**src/rtl/fde_pkg.sv**
```systemverilog
package fde_pkg;
    localparam int unsigned AW  = 16;
    localparam int unsigned BW  = 8;
    localparam int unsigned IRW = BW + AW;

    typedef enum logic [2:0] {
        ST_IDLE, ST_SPH, ST_SPL, ST_SPEC, ST_OPH, ST_OPL, ST_EXEC, ST_HALT
    } state_e;

    typedef enum logic [2:0] {
        AM_NONE, AM_IMM, AM_DIR, AM_STK, AM_IDX
    } amode_e;

    typedef struct packed {
        state_e           st;
        logic [AW-1:0]    pc;
        logic [AW-1:0]    sp;
        logic [IRW-1:0]   ir;
        logic [BW-1:0]    sp_hi;
        logic             err;
        logic [BW-1:0]    err_spec;
    } seq_regs_t;
endpackage

```
**src/rtl/fde_spec_decode.sv**
```systemverilog
module fde_spec_decode
    import fde_pkg::*;
#(
    parameter logic [BW-1:0] UNARY_LIMIT = 8'h12,
    parameter logic [BW-1:0] MODE_BASE   = 8'h40,
    parameter logic [BW-1:0] STORE_BASE  = 8'hE0
) (
    input  logic [BW-1:0] spec,
    output logic          is_stop,
    output logic          is_unary,
    output logic          illegal,
    output amode_e        mode
);
    logic [2:0] mode_bits;

    always_comb begin
        mode_bits = spec[2:0];
        is_stop   = (spec == '0);
        is_unary  = (spec < UNARY_LIMIT);
        illegal   = 1'b0;
        mode      = AM_NONE;
        if (!is_unary) begin
            if (spec < MODE_BASE) begin
                mode = AM_IMM;
            end else begin
                unique case (mode_bits)
                    3'b000: begin
                        if (spec >= STORE_BASE) illegal = 1'b1;
                        else                    mode    = AM_IMM;
                    end
                    3'b001:  mode    = AM_DIR;
                    3'b011:  mode    = AM_STK;
                    3'b101:  mode    = AM_IDX;
                    default: illegal = 1'b1;
                endcase
            end
        end
    end
endmodule

```
**src/rtl/fde_addr_gen.sv**
```systemverilog
module fde_addr_gen
    import fde_pkg::*;
(
    input  amode_e        mode,
    input  logic [AW-1:0] opspec,
    input  logic [AW-1:0] sp,
    input  logic [AW-1:0] x_val,
    output logic [AW-1:0] addr,
    output logic          addr_valid
);
    always_comb begin
        addr       = '0;
        addr_valid = 1'b0;
        unique case (mode)
            AM_DIR: begin addr = opspec;         addr_valid = 1'b1; end
            AM_STK: begin addr = sp + opspec;    addr_valid = 1'b1; end
            AM_IDX: begin addr = opspec + x_val; addr_valid = 1'b1; end
            default: ;
        endcase
    end
endmodule

```
**src/rtl/fde_sequencer.sv**
```systemverilog
module fde_sequencer
    import fde_pkg::*;
#(
    parameter logic [AW-1:0] SP_VEC      = 16'hFFF4,
    parameter logic [BW-1:0] UNARY_LIMIT = 8'h12,
    parameter logic [BW-1:0] MODE_BASE   = 8'h40,
    parameter logic [BW-1:0] STORE_BASE  = 8'hE0
) (
    input  logic           clk,
    input  logic           rst_n,
    input  logic           start,
    output logic           mem_req,
    output logic [15:0]    mem_addr,
    input  logic [7:0]     mem_rdata,
    input  logic           mem_ack,
    input  logic [15:0]    x_val,
    output logic           exec_valid,
    output logic [23:0]    exec_ir,
    output logic [15:0]    exec_addr,
    output logic           exec_addr_valid,
    input  logic           exec_done,
    output logic [15:0]    pc,
    output logic [15:0]    sp,
    output logic           halted,
    output logic           err,
    output logic [7:0]     err_spec
);
    localparam logic [AW-1:0] SP_VEC_LO = SP_VEC + AW'(1);
    localparam logic [AW-1:0] STEP_ONE  = AW'(1);
    localparam logic [AW-1:0] STEP_TWO  = AW'(2);
    localparam logic [AW-1:0] STEP_FULL = AW'(3);

    seq_regs_t r_q, r_d;

    logic [BW-1:0] dec_in;
    logic          dec_stop, dec_unary, dec_illegal;
    amode_e        dec_mode;

    // During specifier fetch the incoming byte is decoded directly; otherwise the held one.
    assign dec_in = (r_q.st == ST_SPEC) ? mem_rdata : r_q.ir[IRW-1 -: BW];

    fde_spec_decode #(
        .UNARY_LIMIT (UNARY_LIMIT),
        .MODE_BASE   (MODE_BASE),
        .STORE_BASE  (STORE_BASE)
    ) i_dec (
        .spec     (dec_in),
        .is_stop  (dec_stop),
        .is_unary (dec_unary),
        .illegal  (dec_illegal),
        .mode     (dec_mode)
    );

    fde_addr_gen i_agen (
        .mode       (dec_mode),
        .opspec     (r_q.ir[AW-1:0]),
        .sp         (r_q.sp),
        .x_val      (x_val),
        .addr       (exec_addr),
        .addr_valid (exec_addr_valid)
    );

    always_comb begin
        r_d      = r_q;
        mem_req  = 1'b0;
        mem_addr = r_q.pc;
        unique case (r_q.st)
            ST_IDLE, ST_HALT: begin
                if (start) begin
                    r_d.st       = ST_SPH;
                    r_d.pc       = '0;
                    r_d.err      = 1'b0;
                    r_d.err_spec = '0;
                end
            end
            ST_SPH: begin
                mem_req  = 1'b1;
                mem_addr = SP_VEC;
                if (mem_ack) begin
                    r_d.sp_hi = mem_rdata;
                    r_d.st    = ST_SPL;
                end
            end
            ST_SPL: begin
                mem_req  = 1'b1;
                mem_addr = SP_VEC_LO;
                if (mem_ack) begin
                    r_d.sp = {r_q.sp_hi, mem_rdata};
                    r_d.st = ST_SPEC;
                end
            end
            ST_SPEC: begin
                mem_req  = 1'b1;
                mem_addr = r_q.pc;
                if (mem_ack) begin
                    r_d.ir = {mem_rdata, {AW{1'b0}}};
                    if (dec_illegal) begin
                        r_d.err      = 1'b1;
                        r_d.err_spec = mem_rdata;
                        r_d.st       = ST_HALT;
                    end else if (dec_stop) begin
                        r_d.pc = r_q.pc + STEP_ONE;
                        r_d.st = ST_HALT;
                    end else if (dec_unary) begin
                        r_d.pc = r_q.pc + STEP_ONE;
                        r_d.st = ST_EXEC;
                    end else begin
                        r_d.st = ST_OPH;
                    end
                end
            end
            ST_OPH: begin
                mem_req  = 1'b1;
                mem_addr = r_q.pc + STEP_ONE;
                if (mem_ack) begin
                    r_d.ir[AW-1 -: BW] = mem_rdata;
                    r_d.st             = ST_OPL;
                end
            end
            ST_OPL: begin
                mem_req  = 1'b1;
                mem_addr = r_q.pc + STEP_TWO;
                if (mem_ack) begin
                    r_d.ir[BW-1:0] = mem_rdata;
                    r_d.pc         = r_q.pc + STEP_FULL;
                    r_d.st         = ST_EXEC;
                end
            end
            ST_EXEC: begin
                if (exec_done) r_d.st = ST_SPEC;
            end
            default: r_d.st = ST_IDLE;
        endcase
    end

    always_ff @(posedge clk or negedge rst_n) begin
        if (!rst_n) begin
            r_q <= '{st: ST_IDLE, pc: '0, sp: '0, ir: '0, sp_hi: '0, err: 1'b0, err_spec: '0};
        end else begin
            r_q <= r_d;
        end
    end

    assign exec_valid = (r_q.st == ST_EXEC);
    assign exec_ir    = r_q.ir;
    assign pc         = r_q.pc;
    assign sp         = r_q.sp;
    assign halted     = (r_q.st == ST_HALT);
    assign err        = r_q.err;
    assign err_spec   = r_q.err_spec;
endmodule

```
**config.mk**
```make
export PLATFORM = sky130hd
export DESIGN_NAME = fde_sequencer
export DESIGN_NICKNAME = d
export VERILOG_FILES = /design/src/rtl/fde_pkg.sv /design/src/rtl/fde_spec_decode.sv /design/src/rtl/fde_addr_gen.sv /design/src/rtl/fde_sequencer.sv
export SDC_FILE = /design/constraint.sdc
export NUM_CORES = 1
export LEC_CHECK = 0
export ABC_AREA = 0
export BUFFER_PORTS_ARGS = -buffer_cell sky130_fd_sc_hd__buf_2
export CORE_MARGIN = 5
export CORE_UTILIZATION = 51
export DETAILED_ROUTE_END_ITERATION = 12
export PLACE_DENSITY = 0.78
export SYNTH_ARGS = -nofsm -noshare
export SYNTH_HDL_FRONTEND = slang
export SYNTH_SLANG_ARGS = --single-unit
```
**constraint.sdc**
```tcl
create_clock -name clk -period 4.3 [get_ports clk]
set_input_delay 0.43 -clock clk [delete_from_list [all_inputs] [get_ports clk]]
set_output_delay 0.43 -clock clk [all_outputs]
set_load 0.005 [all_outputs]
```
==> results of run 1 <==
## worst max path at each step
stage                              startpoint       endpoint  slack, ns  cells after the start
after global routing      r_q[75]$_DFFE_PN0P_  exec_addr[15]      -0.05                     15
after detailed placement         mem_rdata[7]  exec_addr[12]       0.06                     15
after global placement           mem_rdata[7]  exec_addr[12]       0.15                     15
final                     r_q[75]$_DFFE_PN0P_  exec_addr[12]       0.09                     14
after floorplan           r_q[75]$_DFFE_PN0P_  exec_addr[13]       0.28                     15
after CTS                 r_q[75]$_DFFE_PN0P_  exec_addr[12]      0.007                     14
## flip-flops by register name, indices dropped and copies added (netlist names)
register / flops
err: 1
err_spec: 8
exec_ir: 24
pc: 16
r_q: 11
sp: 16
## metrics by stage
step | total power, W | cell area (um^2) | setup slack (ns)
CTS | 0.00528 | 6810 | 0.00662
global route | 0.00580 | 6880 | -0.0521
global placement | 0.00446 | 6510 | 0.150
detailed placement | 0.00450 | 6510 | 0.0641
finish | 0.00537 | 6880 | 0.0862
floorplan | 0.00376 | 6250 | 0.277
## Yosys cell counts (all sizes together), types with 9 or more instances
library cell,instances,area [um^2]
buf,78,566
dfrtp,76,1900
nand2,75,282
o21ai,65,333
nor2,52,198
mux2,47,529
a21oi,43,215
clkbuf,30,118
a22o,24,210
ha,22,275
nor3,19,100
xnor2,18,158
a31oi,13,81.3
inv,13,48.8
a22oi,11,82.6
nand3,11,55.1
or3,10,62.6
o22a,9,78.8
## critical path: stages, from the launching register on
cell      delay (ns)
dfrtp_1         0.37
and3b_2         0.31
nor3_4          0.07
a32oi_4         0.26
buf_6           0.18
mux2_2          0.36
fa_2            0.38
a211oi_2        0.25
nor2_2          0.11
or3_4           0.38
a22oi_2         0.24
a21oi_2         0.08
xor2_1          0.14
a22o_1          0.19
buf_2           0.12
## timing repair
action,in CTS,in global routing
setup buffers,0,1
setup endpoints to repair,2,5
cloned,0,0
resized for setup,5,13
pin swaps,0,6
## cell type report
| cell class | count | share of cell area (%) |
|---|---|---|
| clock buffer | 9 | 3.27 |
| clock inverter | 7 | 0.836 |
| inverter | 13 | 0.709 |
| multi-input combinational | 531 | 53.7 |
| sequential | 76 | 27.6 |
| tap | 147 | 2.67 |
| timing repair buffer | 145 | 11.2 |
## cells by family after synthesis
group           count (synthesis)  share of synthesized area, %
flops                          76                          30.4
fa+ha+maj                      23                          4.73
simple gates                  204                          15.5
compound gates                228                          25.0
buf+inv                       121                          11.7
mux                            51                          9.11
xor+xnor                       25                          3.50
## report_power, final
| group | total, W | internal (W) | switching, W | leakage, nW |
|---|---|---|---|---|
| sequential | 0.00132 | 0.000999 | 0.000318 | 0.973 |
| clock | 0.000733 | 0.000400 | 0.000333 | 0.135 |
| combinational | 0.00332 | 0.00153 | 0.00179 | 2.00 |
## routing by layer
| layer | track usage, % | share of wire (%) | vias up |
|---|---|---|---|
| met5 | 0 | 0 | - |
| li1 | - | - | 2690 |
| met3 | 4.35 | 7.1 | 51 |
| met1 | 30.0 | 42 | 2710 |
| met4 | 9.42 | 2.9 | 0 |
| met2 | 39.5 | 48 | 277 |
==> impl_metrics.yaml, run 1 <==
sta:
  fin_crit_sh_pct: 98.0
  finClkSkew_ns: 0.00718
  finalCriticalPeriod_ns: 4.21
  finalSetupViolCount: 0
  max_freq_mhz: 237
  holdWs_ns: 0.241
  drv_slew: 0
  fin_tns_setup_ns: 0
  tightest_slew_ns: 1.12
  rsz0062_at_grt: "yes"
  relSlewSlack_pct: 24.7
  finalHoldViolCount: 0
critical_path:
  required_ns: 3.87
  cp_max_fo: 7
  cp-end-kind: "primary output"
  path_class: "reg2out"
  r2r_cells: 8
  worstPathArrival_ns: 3.78
  rr_endpoint: "pc[6]$_DFFE_PN0P_"
  reg2reg_from: "r_q[75]$_DFFE_PN0P_"
  cp-start-kind: "flip-flop"
  r2r_slack_ns: 1.25
synthesis:
  ys_ff_latch: 76
  synthDistinctLibCells: 72
  synth_nets: 780
  synth.avg_cell_area_um2: 8.58
  syn_inst: 728
  yosysSeqAreaShare_pct: 30.4
  synth_area_um2: 6250
  yosys_warnings: 0
  synth_flop_cell: "dfrtp_1"
  async_flop_share_pct: 100
  synth_edf_count: 0
placement:
  place_congestion: 1.01
  hpwl_um: 12300
  portBuffers: 129
  dpl.cell_count: 911
clock_tree:
  cts_root_buffer: "clkbuf_16"
  clk_pin_slew_ns: 0.06
  cts_tree: "done"
  cts_sinks: 76
  htree_levels: 3
  cts.path.max_buffers: 2
  clock_latency_ns: 0.35
  cts_inserted_buffers: 9
  cts_hold_buf: 0
route:
  wirelength_um: 17300
  drc: 0
  first_iter_violations: 490
  drtPass1Iterations: 5
  num_vias: 5728
  route.detailed.wl_per_inst_um: 18.7
  detail-route-antenna-nets: 0
  routed_via_density: 6.17
finish:
  final_cell_mix: "128 x buf_2, 76 x dfrtp_1, 75 x nand2_1"
  multi_input_area_um2: 3690
  drive_above_1_share_pct: 30.1
  fillers: 1069
  diodes: 0
  final_nets: 828
  finalNonFillerCells: 928
  seq_area_um2: 1900
  postLayoutCoreUtil_pct: 57.3
  areaGrowthSynthToFinish_pct: 10.1
  final_common_cell: "buf_2"
global_route:
  grt_pass1_wl_um: 27700
  grt_max_degree: 77
  grt_pass1_vias: 5450
  grtUsageTotal_pct: 23.5
  antenna_found_initial: 0
  grt_overflow: 0
run:
  maxCapViolCount: 0
run_status:
  status: "completed"
pwr:
  vdd_drop_max_uv: 375
  power.density_nw_per_um2: 781
  leakage_nw: 3.11
floorplanning:
  initial_core_util_pct: 52.0
  num_rows: 40
  die_w_um: 121
  ios: 130
  die_area_um2: 14600
  core_area_um2: 12000
  die_y_um: 121
hold_path:
  hp-class: "in2async"
No activity file was read; power rests on OpenSTA's default activity.
==> run 2: changes to the inputs <==
--- a/config.mk
+++ b/config.mk
@@ -7,10 +7,12 @@
 export LEC_CHECK = 0
 export ABC_AREA = 0
 export BUFFER_PORTS_ARGS = -buffer_cell sky130_fd_sc_hd__buf_2
+export CELL_PAD_IN_SITES_DETAIL_PLACEMENT = 1
+export CELL_PAD_IN_SITES_GLOBAL_PLACEMENT = 1
 export CORE_MARGIN = 5
-export CORE_UTILIZATION = 51
+export CORE_UTILIZATION = 45
 export DETAILED_ROUTE_END_ITERATION = 12
-export PLACE_DENSITY = 0.78
+export PLACE_DENSITY_LB_ADDON = 0.1
 export SYNTH_ARGS = -nofsm -noshare
 export SYNTH_HDL_FRONTEND = slang
 export SYNTH_SLANG_ARGS = --single-unit
==> constraint.sdc (replaced) <==
create_clock -name clk -period 5.2 [get_ports clk]
set_input_delay 0.52 -clock clk [delete_from_list [all_inputs] [get_ports clk]]
set_output_delay 0.52 -clock clk [all_outputs]
set_load 0.005 [all_outputs]
==> impl_metrics.yaml, run 2 (synthesis gave the netlist of run 1 again) <==
pwr:
  vdd_drop_max_uv: 242
  power.density_nw_per_um2: 653
  leakage_nw: 3.07
route:
  num_vias: 5715
  detail-route-antenna-nets: 0
  wirelength_um: 19900
  route.detailed.wl_per_inst_um: 20.9
  routed_via_density: 6.00
  drtPass1Iterations: 5
  drc: 0
  first_iter_violations: 347
sta:
  finalHoldViolCount: 0
  rsz0062_at_grt: "no"
  max_freq_mhz: 206
  fin_tns_setup_ns: 0
  finClkSkew_ns: 0.0109
  drv_slew: 0
  finalSetupViolCount: 0
  fin_crit_sh_pct: 93.4
  relSlewSlack_pct: 20.3
  tightest_slew_ns: 1.18
  finalCriticalPeriod_ns: 4.86
critical_path:
  worstPathArrival_ns: 4.34
  cp_max_fo: 11
  cp_slowest_stage_delay_ns: 0.50
  critPathLaunch: "r_q[75]$_DFFE_PN0P_"
  reg2reg_from: "r_q[75]$_DFFE_PN0P_"
  path_cells: "and3b_1, nor3_2, a32oi_4, mux2_2, ha_1, fa_1, a211oi_1, nor2_1, or3_1, a22oi_1, a21oi_1, xor2_1, a22o_1, buf_2"
  r2r_cells: 8
  cp-end-kind: "primary output"
  path_class: "reg2out"
  cp-start-kind: "flip-flop"
  cpMaxStageDelayCell: "and3b_1"
  required_ns: 4.68
global_route:
  grt_max_degree: 77
  grt_pass1_wl_um: 31900
  grtUsageTotal_pct: 24.5
  antenna_found_initial: 0
  grt_pass1_vias: 6041
  grt_overflow: 0
finish:
  finalNonFillerCells: 953
  fin_area_um2: 6780
  final_common_cell: "buf_2"
  final_cell_mix: "128 x buf_2, 76 x dfrtp_1, 75 x nand2_1"
  fillers: 1689
  final_nets: 820
  drive_above_1_share_pct: 27.8
  areaGrowthSynthToFinish_pct: 8.53
  diodes: 0
  largest_register_ffs: 24
clock_tree:
  cts_root_buffer: "clkbuf_16"
  clk_pin_slew_ns: 0.07
  cts_sinks: 76
  htree_levels: 3
  cts_tree: "done"
  cts.path.max_buffers: 2
  clock_latency_ns: 0.35
  cts_hold_buf: 0
  cts_inserted_buffers: 9
placement:
  placed_cell_area_um2: 6500
  place_congestion: 0.887
  hpwl_um: 14800
  dpl.cell_count: 937
  portBuffers: 129
run:
  maxCapViolCount: 0
floorplanning:
  die_area_um2: 16300
  num_rows: 43
  die_y_um: 128
  ios: 130
  core_area_um2: 13800
  die_w_um: 128
  initial_core_util_pct: 45.4
run_status:
  status: "completed"
hold_path:
  hp-class: "in2async"
==> run 2: cell types whose count changed in the layout (fill, tap and decap cells not counted), moves of 2 or more <==
cell / previous run / this run
a21oi_1: 41 / 43
a21oi_2: 2 / 0
buf_4: 16 / 9
ha_1: 20 / 22
ha_4: 2 / 0
nor2_1: 49 / 51
==> run 2: through the flow <==
stage	power [W]	util [%]	hold slack (ns)	setup WS, ns
floorplan	0.00311	-	0.224	1.07
global placement	0.00373	47.2	0.456	0.808
detailed placement	0.00384	47.2	0.473	0.624
CTS	0.00448	49.2	0.370	0.353
global route	0.00479	49.2	0.416	0.0424
finish	0.00443	49.2	0.318	0.343
==> run 2: path summary, 6_finish.rpt <==
path                                      endpoint  slack, ns
setup / recovery                     exec_addr[12]       0.34
hold / removal             err_spec[5]$_DFFE_PN0P_       0.32
setup reg to reg                 pc[6]$_DFFE_PN0P_       2.01
hold reg to reg                    err$_DFFE_PN0P_       0.48
max in group asynchronous       pc[13]$_DFFE_PN0P_       4.21
min in group clk                   err$_DFFE_PN0P_       0.48
==> run 2: cell type report <==
cell class / instances / area, um^2 / area share, %
Inverter: 13 / 48.8 / 0.720
Sequential cell: 76 / 1900 / 28.0
Clock buffer: 9 / 225 / 3.32
Clock inverter: 7 / 57.6 / 0.849
Timing Repair Buffer: 137 / 708 / 10.4
Multi-Input combinational cell: 531 / 3610 / 53.3
Tap cell: 180 / 225 / 3.32
==> run 2: timing repair <==
action                                 CTS  global route
setup endpoints to repair                0             1
endpoints found under the hold margin    0             0
gates resized for setup                  0             1
setup buffers                            0             0
==> run 2: critical path, delay by kind of cell (launching register included) <==
kind / cells / cell delay (ns)
compound gates: 5 / 1.18
xor+xnor: 1 / 0.16
mux: 1 / 0.39
flops: 1 / 0.38
buf+inv: 1 / 0.12
fa+ha+maj: 2 / 0.63
simple gates: 4 / 1.12
==> run 2: power by group <==
part           total, W  internal, W  switching (W)  leakage, nW
Sequential      0.00110     0.000826       0.000277        0.973
Combinational   0.00271      0.00121        0.00150         1.96
Clock          0.000610     0.000331       0.000279        0.135
Total           0.00443      0.00237        0.00206         3.07
==> run 2: per-layer routing <==
metal / GRT usage, % / vias to the layer above / wire length (um)
met1: 28.6 / 2854 / 8000
met2: 44.1 / 152 / 10400
met4: 10.4 / 0 / 660
met5: 0 / - / 0
li1: - / 2663 / -
met3: 4.17 / 46 / 901
==> run 3: changes to the inputs <==
--- a/config.mk
+++ b/config.mk
@@ -7,7 +7,7 @@
 export LEC_CHECK = 0
 export ABC_AREA = 0
 export BUFFER_PORTS_ARGS = -buffer_cell sky130_fd_sc_hd__buf_2
-export CELL_PAD_IN_SITES_DETAIL_PLACEMENT = 1
+export CELL_PAD_IN_SITES_DETAIL_PLACEMENT = 0
 export CELL_PAD_IN_SITES_GLOBAL_PLACEMENT = 1
 export CORE_MARGIN = 5
 export CORE_UTILIZATION = 45
==> impl_metrics.yaml, run 3 (synthesis gave the netlist of run 1 again) <==
run_status:
  status: "completed"
sta:
  tightest_slew_ns: 1.16
  finalCriticalPeriod_ns: 4.83
  max_freq_mhz: 207
  holdWs_ns: 0.336
  rsz0062_at_grt: "no"
  fin_tns_setup_ns: 0
  relSlewSlack_pct: 21.6
  drv_slew: 0
  finClkSkew_ns: 0.00521
  finalSetupViolCount: 0
  fin_crit_sh_pct: 92.9
  finalHoldViolCount: 0
hold_path:
  hp-class: "in2async"
route:
  first_iter_violations: 359
  drc: 0
  route.detailed.wl_per_inst_um: 19.3
  routed_via_density: 5.83
  drtPass1Iterations: 5
  wl_met2_um: 9340
  wl_met1_um: 7740
  wl_met3_um: 991
  wirelength_um: 18400
  top_layer_used: "met4"
  num_vias: 5558
  detail-route-antenna-nets: 0
clock_tree:
  cts_hold_buf: 0
  cts_root_buffer: "clkbuf_16"
  cts.path.max_buffers: 2
  cts_inserted_buffers: 9
  cts_resized: 0
  cts_tree: "done"
  cts_setup_buffers: 0
  clock_latency_ns: 0.35
  cts_sinks: 76
  clk_pin_slew_ns: 0.06
  htree_levels: 3
critical_path:
  cp_common_cell: "a21oi_1"
  required_ns: 4.68
  cp_top_family: "compound AO/OA/AOI/OAI gates"
  r2r_cells: 8
  path_class: "reg2out"
  cp_max_fo: 11
  rr_endpoint: "pc[6]$_DFFE_PN0P_"
  worstPathArrival_ns: 4.31
  cp-end-kind: "primary output"
  r2r_slack_ns: 2.05
  reg2reg_from: "r_q[75]$_DFFE_PN0P_"
  cp_slowest_stage_delay_ns: 0.67
  cp.buffers_inverters: 1
  cp-start-kind: "flip-flop"
  path_cells: "and3b_1, nor3_2, a32oi_4, mux2_2, ha_1, a21oi_1, nor2_1, o311ai_0, a21oi_1, a31oi_1, nand2_1, a32o_1, buf_2"
  cpMaxStageDelayCell: "o311ai_0"
floorplanning:
  die_w_um: 128
  die_area_um2: 16300
  die_y_um: 128
  initial_core_util_pct: 45.4
  num_rows: 43
  ios: 130
  core_area_um2: 13800
placement:
  hpwl_um: 13500
  placed_cell_area_um2: 6500
  portBuffers: 129
  place_congestion: 0.887
finish:
  diodes: 0
  final_common_cell: "buf_2"
  fin_area_um2: 6780
  areaGrowthSynthToFinish_pct: 8.49
  final_cell_mix: "128 x buf_2, 76 x dfrtp_1, 75 x nand2_1"
  fillers: 1374
  seq_area_um2: 1900
  final_nets: 820
  multi_input_area_um2: 3610
  largest_register_ffs: 24
  postLayoutCoreUtil_pct: 49.2
  drive_above_1_share_pct: 27.8
global_route:
  grt_pass1_vias: 5379
  grt_pass1_wl_um: 29300
  grt_max_degree: 77
  grtUsageTotal_pct: 22.5
  antenna_found_initial: 0
  grt_overflow: 0
run:
  maxCapViolCount: 0
pwr:
  vdd_drop_max_uv: 226
  power.density_nw_per_um2: 642
  finalPower_w: 0.00435
  leakage_nw: 3.07
run 3: cell types whose count changed in the layout (fill, tap and decap cells not counted):
cell	before	now
o311ai_0	0	1
inv_6	3	4
inv_8	1	0
o311ai_1	1	0
run 3: worst max path at each step:
stage	startpoint	to	slack, ns	cells after the start
6_report	r_q[75]$_DFFE_PN0P_	exec_addr[13]	0.37	13
5_1_grt	r_q[75]$_DFFE_PN0P_	exec_addr[13]	0.02	13
4_1_cts	r_q[75]$_DFFE_PN0P_	exec_addr[12]	0.41	14
3_5_place_dp	mem_rdata[1]	exec_addr[12]	0.71	15
3_3_place_gp	mem_rdata[1]	exec_addr[12]	0.81	15
2_1_floorplan	mem_rdata[7]	exec_addr[13]	1.07	14
run 3: cell type report:
cell class              count  share of cell area [%]
multi-input cells         531                    53.3
flip-flops and latches     76                    28.1
repair buffers            137                    10.4
clock buffers               9                    3.32
well taps                 180                    3.32
clock inverters             7                   0.812
inverters                  13                   0.720
run 3: metal layers:
layer | vias up | global-route usage, %
met5 | - | 0
met4 | 0 | 7.12
met3 | 27 | 4.13
met2 | 168 | 39.6
met1 | 2677 | 27.7
li1 | 2686 | -
run 3: through the flow:
| stage | setup WS (ns) | std cells |
|---|---|---|
| detailed placement | 0.715 | 937 |
| CTS | 0.406 | 953 |
| floorplan | 1.07 | 728 |
| global route | 0.0207 | 953 |
| global placement | 0.808 | 937 |
| finish | 0.371 | 953 |
run 3: power by group:
part	switching (W)	leakage [nW]	internal, W
Sequential	0.000271	0.973	0.000826
Combinational	0.00145	1.96	0.00121
Clock	0.000270	0.133	0.000329
